## src/rtl/pipe_poll_pkg.sv

```systemverilog
package pipe_poll_pkg;

  typedef enum logic [2:0] {
    PS_LFPS = 3'd0,
    PS_TSEQ = 3'd1,
    PS_TS1  = 3'd2,
    PS_TS2  = 3'd3,
    PS_U0   = 3'd4
  } poll_state_e;

  localparam logic [1:0] PAT_IDLE = 2'd0;
  localparam logic [1:0] PAT_TSEQ = 2'd1;
  localparam logic [1:0] PAT_TS1  = 2'd2;
  localparam logic [1:0] PAT_TS2  = 2'd3;

  localparam logic [1:0] PD_P0 = 2'b00;

  // Pattern selector presented for each training state.
  function automatic logic [1:0] pattern_of(input poll_state_e s);
    case (s)
      PS_TSEQ: return PAT_TSEQ;
      PS_TS1:  return PAT_TS1;
      PS_TS2:  return PAT_TS2;
      default: return PAT_IDLE;
    endcase
  endfunction

  // Burst level expected t cycles after reset during LFPS polling.
  function automatic logic lfps_level_at(input int unsigned t,
                                         input int unsigned gap,
                                         input int unsigned burst);
    return (t % (gap + burst)) >= gap;
  endfunction

  function automatic int unsigned max2(input int unsigned a, input int unsigned b);
    return (a > b) ? a : b;
  endfunction

endpackage

```

## src/rtl/lfps_toggler.sv

```systemverilog
module lfps_toggler #(
  parameter int unsigned BURST_CYC = 16,
  parameter int unsigned GAP_CYC   = 16
) (
  input  logic clk,
  input  logic rst,
  input  logic run,
  output logic burst
);
  import pipe_poll_pkg::*;

  localparam int unsigned LEN_W = $clog2(max2(BURST_CYC, GAP_CYC) + 1);
  localparam logic [LEN_W-1:0] BURST_LAST = LEN_W'(BURST_CYC - 1);
  localparam logic [LEN_W-1:0] GAP_LAST   = LEN_W'(GAP_CYC - 1);

  logic [LEN_W-1:0] seg_cnt;
  logic             burst_q;
  logic             seg_end;

  assign seg_end = (seg_cnt == (burst_q ? BURST_LAST : GAP_LAST));

  always_ff @(posedge clk) begin
    if (rst || !run) begin
      seg_cnt <= '0;
      burst_q <= 1'b0;
    end else if (seg_end) begin
      seg_cnt <= '0;
      burst_q <= !burst_q;
    end else begin
      seg_cnt <= seg_cnt + 1'b1;
    end
  end

  assign burst = burst_q;

endmodule

```

## src/rtl/os_counter.sv

```systemverilog
module os_counter #(
  parameter int unsigned CNT_W = 8
) (
  input  logic             clk,
  input  logic             rst,
  input  logic             en,
  input  logic             tick,
  input  logic [CNT_W-1:0] limit,
  output logic             last
);
  logic [CNT_W-1:0] cnt;

  assign last = en && tick && (cnt == limit - 1'b1);

  always_ff @(posedge clk) begin
    if (rst) begin
      cnt <= '0;
    end else if (en && tick) begin
      cnt <= last ? '0 : cnt + 1'b1;
    end
  end

endmodule

```

## src/rtl/poll_seq_fsm.sv

```systemverilog
module poll_seq_fsm (
  input  logic                       clk,
  input  logic                       rst,
  input  logic                       lfps_exit,
  input  logic                       rx_ts_ok,
  input  logic                       tseq_done,
  input  logic                       ts2_done,
  output pipe_poll_pkg::poll_state_e state
);
  import pipe_poll_pkg::*;

  poll_state_e state_q, state_d;

  always_comb begin
    state_d = state_q;
    case (state_q)
      PS_LFPS: if (lfps_exit) state_d = PS_TSEQ;
      PS_TSEQ: if (tseq_done) state_d = PS_TS1;
      PS_TS1:  if (rx_ts_ok)  state_d = PS_TS2;
      PS_TS2:  if (ts2_done)  state_d = PS_U0;
      PS_U0:   state_d = PS_U0;
      default: state_d = PS_LFPS;
    endcase
  end

  always_ff @(posedge clk) begin
    if (rst) state_q <= PS_LFPS;
    else     state_q <= state_d;
  end

  assign state = state_q;

endmodule

```

## src/rtl/pipe_poll_tx_ctrl.sv

```systemverilog
module pipe_poll_tx_ctrl #(
  parameter int unsigned BURST_CYC = 16,
  parameter int unsigned GAP_CYC   = 16,
  parameter int unsigned TSEQ_SETS = 64,
  parameter int unsigned TS2_SETS  = 16
) (
  input  logic       clk,
  input  logic       rst,
  input  logic       lfps_exit,
  input  logic       rx_ts_ok,
  input  logic       os_tick,
  output logic [1:0] power_down,
  output logic       tx_elec_idle,
  output logic       tx_detrx_lpbk,
  output logic [1:0] pattern_sel,
  output logic       u0_reached
);
  import pipe_poll_pkg::*;

  localparam int unsigned CNT_W = $clog2(max2(TSEQ_SETS, TS2_SETS) + 1);

  poll_state_e      state;
  logic             in_lfps;
  logic             lfps_burst;
  logic             cnt_en;
  logic [CNT_W-1:0] cnt_limit;
  logic             set_last;

  // Named events for the checker.
  logic enter_tx;
  logic tseq_done;
  logic ts2_done;

  assign in_lfps   = (state == PS_LFPS);
  assign cnt_en    = (state == PS_TSEQ) || (state == PS_TS2);
  assign cnt_limit = (state == PS_TSEQ) ? CNT_W'(TSEQ_SETS) : CNT_W'(TS2_SETS);
  assign enter_tx  = in_lfps && lfps_exit;
  assign tseq_done = (state == PS_TSEQ) && set_last;
  assign ts2_done  = (state == PS_TS2) && set_last;

  lfps_toggler #(
    .BURST_CYC(BURST_CYC),
    .GAP_CYC  (GAP_CYC)
  ) lfps_i (
    .clk  (clk),
    .rst  (rst),
    .run  (in_lfps),
    .burst(lfps_burst)
  );

  os_counter #(
    .CNT_W(CNT_W)
  ) sets_i (
    .clk  (clk),
    .rst  (rst),
    .en   (cnt_en),
    .tick (os_tick),
    .limit(cnt_limit),
    .last (set_last)
  );

  poll_seq_fsm fsm_i (
    .clk      (clk),
    .rst      (rst),
    .lfps_exit(lfps_exit),
    .rx_ts_ok (rx_ts_ok),
    .tseq_done(tseq_done),
    .ts2_done (ts2_done),
    .state    (state)
  );

  assign power_down    = PD_P0;
  assign tx_elec_idle  = in_lfps;
  assign tx_detrx_lpbk = in_lfps && lfps_burst;
  assign pattern_sel   = pattern_of(state);
  assign u0_reached    = (state == PS_U0);

endmodule

```

## config.mk

```make
export PLATFORM = sky130hd
export DESIGN_NAME = pipe_poll_tx_ctrl
export DESIGN_NICKNAME = d
export VERILOG_FILES = /design/src/rtl/pipe_poll_pkg.sv /design/src/rtl/lfps_toggler.sv /design/src/rtl/os_counter.sv /design/src/rtl/poll_seq_fsm.sv /design/src/rtl/pipe_poll_tx_ctrl.sv
export SDC_FILE = /design/constraint.sdc
export NUM_CORES = 1
export LEC_CHECK = 0
export BUFFER_PORTS_ARGS = -buffer_cell sky130_fd_sc_hd__buf_4
export CAP_MARGIN = 20
export CORE_ASPECT_RATIO = 0.5
export CORE_MARGIN = 2
export CORE_UTILIZATION = 30
export DETAILED_ROUTE_END_ITERATION = 8
export PLACE_DENSITY = 0.45
export SLEW_MARGIN = 15
export SYNTH_ARGS = -nofsm -noshare
export SYNTH_HDL_FRONTEND = slang
export SYNTH_HIERARCHICAL = 1
export SYNTH_SLANG_ARGS = --single-unit
```

## constraint.sdc

```tcl
create_clock -name clk -period 3 [get_ports clk]
set_clock_uncertainty 0.05 [all_clocks]
set_input_delay 0.45 -clock clk [delete_from_list [all_inputs] [get_ports clk]]
set_output_delay 0.45 -clock clk [all_outputs]
set_load 0.05 [all_outputs]
```

==> flow_summary.yaml <==
worst_setup_path:
  crit_path_end_kind: "register"
  crit_fanout: 3
  critPathLaunchType: "register"
  r2r_cells: 8
  path_class: "reg2reg"
  worst_path_largest_cell_delay_ns: 0.43
  worstReg2RegEnd: "fsm_i/state[0]"
  path_cells: "or3b_1 > xor2_1 > a311o_1 > a211oi_4 > and4bb_1 > and2b_1 > nor3_1 > a2111oi_2"
  worstPathArrival_ns: 2.54
  slowest_stage: "or3b_1"
  r2r-start: "fsm_i/state[2]"
  r2r_slack_ns: 0.54
  required_ns: 3.08
routing:
  drt_pass1_iterations: 4
  drc: 0
  detail_route.wl_per_cell_um: 10.2
  drt_iter0_drc: 28
  routed_wl_um: 1900
  drtAntennaViolNets: 0
  vias: 851
  via_per_inst: 4.58
floorplanning:
  rows: 14
  floorplan.initialDensity_pct: 32.8
  io_pins: 12
  core_um2: 3120
  dieArea_um2: 3920
  die_w_um: 86.6
  die_h_um: 45.3
finish:
  final_common_cell: "conb_1"
  final_cell_mix: "conb_1, dfxtp_1, buf_4, nor3_1, xnor2_1"
  area.growth.synth_to_final_pct: 23.8
  layout-drive-gt1-share_pct: 17.1
  n_antenna_cell: 0
  design_area_um2: 1270
  final_nets: 156
yosys:
  avgSynthCellArea_um2: 8.90
  synth.area.top_cells: "dfxtp_1, xnor2_1, nor3_1"
  yosysTopAreaCell: "dfxtp_1"
  synth_compound_area_share_pct: 8.44
  yosysSeqAreaShare_pct: 31.3
  ys_seq_elements: 16
  syn_inst: 115
  netlist_area_um2: 1020
  synth_cell_types: 39
  synth-simple-area-share_pct: 36.2
  synth_top_family_by_area: "simple AND/OR/NAND/NOR gates"
  netlist.area_leader.share_pct: 31.3
  ys_warn_count: 6
  synthXorXnorAreaFrac_pct: 13.7
  synthMuxAreaShare_pct: 1.10
  synth_adder_area_share_pct: 4.89
sta:
  hold_violations: 0
  slew_viol_final: 0
  max_freq_ghz: 0.406
  fin_crit_ns: 2.46
  layout_setup_ws_ns: 0.537
  fin_tns_setup_ns: 0
  final.period_utilization_pct: 82.1
  setup_viol: 0
  rsz0062_at_grt: "false"
clock_network:
  cts.path.max_buffers: 2
  clkSinkCount: 16
  clock_latency_ns: 0.25
  post-cts-setup-buffers: 0
  cts_tree: "yes"
  cts_made_buffers: 3
  clk_pin_slew_ns: 0.06
  htreeDepth: 1
  cts-root-buf: "clkbuf_8"
  post_cts_resized: 0
  cts_hold_buf: 0
min_path:
  min_to: "lfps_i/seg_cnt[0]"
  hold_depth: 1
  hp-class: "reg2reg"
  hp-start: "lfps_i/seg_cnt[0]"
job:
  cap_violations: 0
grt:
  overflow: 0
  grt_pass1_wl_um: 3300
  first_global_vias: 744
  grt_use_total_pct: 11.2
  antenna_found_initial: 0
  grt_max_degree: 16
place:
  dp_slack_ns: 0.555
  portBuffers: 9
  dpl.hpwl_um: 1480
  placed_cell_area_um2: 1210
  globalplace.congestion: 0.730
power_and_ir_drop:
  vdd_drop_max_uv: 206
  p_total_mw: 0.495
  p_per_area_nw_per_um2: 391
  leakage_nw: 0.508
run_status:
  status: "finished, final reports clean"
-- metrics by stage --
stage          util [%]  hold slack, ns  std cells
2_1_floorplan         -           0.368        133
3_3_place_gp       38.9           0.380        182
3_5_place_dp       38.9           0.387        182
4_1_cts            40.7           0.402        186
5_1_grt            40.7           0.421        186
6_report           40.7           0.397        186
-- Yosys cell counts, drive strengths merged --
cell / n
ha: 4
o21ai: 2
nand4: 4
inv: 4
and2b: 2
nor4b: 2
conb: 1
a2111oi: 2
nand4b: 2
nand3: 3
and4b: 1
nor3b: 4
buf: 4
nand3b: 2
and3b: 1
and4bb: 2
nand2: 7
a311o: 1
or3b: 2
mux2: 1
nor3: 12
nand2b: 2
a21oi: 3
dfxtp: 16
a31oi: 1
and2: 1
xor2: 6
xnor2: 10
nor2: 9
nor2b: 2
and3: 1
a211oi: 1
-- layout make-up --
cell class / instances / area (um^2)
repair buffers: 13 / 97.6
well taps: 40 / 50.0
flip-flops and latches: 16 / 320
fillers: 326 / 1850
inverters: 4 / 15.0
multi-input cells: 109 / 729
clock buffers: 4 / 55.1
-- critical path: cells and delay by family (launching register included) --
| family | cells | cell delay, ns |
|---|---|---|
| AOI/OAI and AO/OA | 3 | 0.75 |
| and+or+nand+nor | 4 | 1.05 |
| DFF | 1 | 0.31 |
| xor gates and xnor gates | 1 | 0.18 |
-- kinds of logic (layout without fill, tap and decap cells) --
group,after synthesis,after routing
and+or+nand+nor,59,59
xor gates and xnor gates,16,16
DFF,16,16
AOI/OAI and AO/OA,10,10
buffers and inverters,8,21
adders and majority gates,4,4
other,1,19
muxes,1,1
-- power by group --
group	internal (mW)	switching [mW]	total, mW
Clock	0.116	0.0733	0.190
Sequential	0.218	0.00492	0.223
Combinational	0.0329	0.0495	0.0824
-- flip-flops by register name, indices dropped and copies added (netlist names) --
name and count:
fsm_i/state 3, lfps_i/burst 1, lfps_i/seg_cnt 5, sets_i/cnt 7
-- layer usage --
metal  routed length [um]  GRT usage (%)  up-vias
met1                 1030           15.1      383
met2                  775           17.4       18
met3                   91           4.57        0
li1                     -              -      450
met5                    0              0        -
met4                    0           1.88        0
-- worst max path at each step --
| stage | from | end | depth (start not counted) |
|---|---|---|---|
| finish | fsm_i/state[2] | fsm_i/state[0] | 8 |
| global route | fsm_i/state[2] | fsm_i/state[0] | 8 |
| CTS | fsm_i/state[2] | fsm_i/state[0] | 8 |
| detailed placement | fsm_i/state[2] | fsm_i/state[0] | 8 |
| global placement | fsm_i/state[0] | fsm_i/state[0] | 8 |
| floorplan | fsm_i/state[2] | tx_detrx_lpbk | 1 |
No activity file was read; power rests on OpenSTA's default activity.
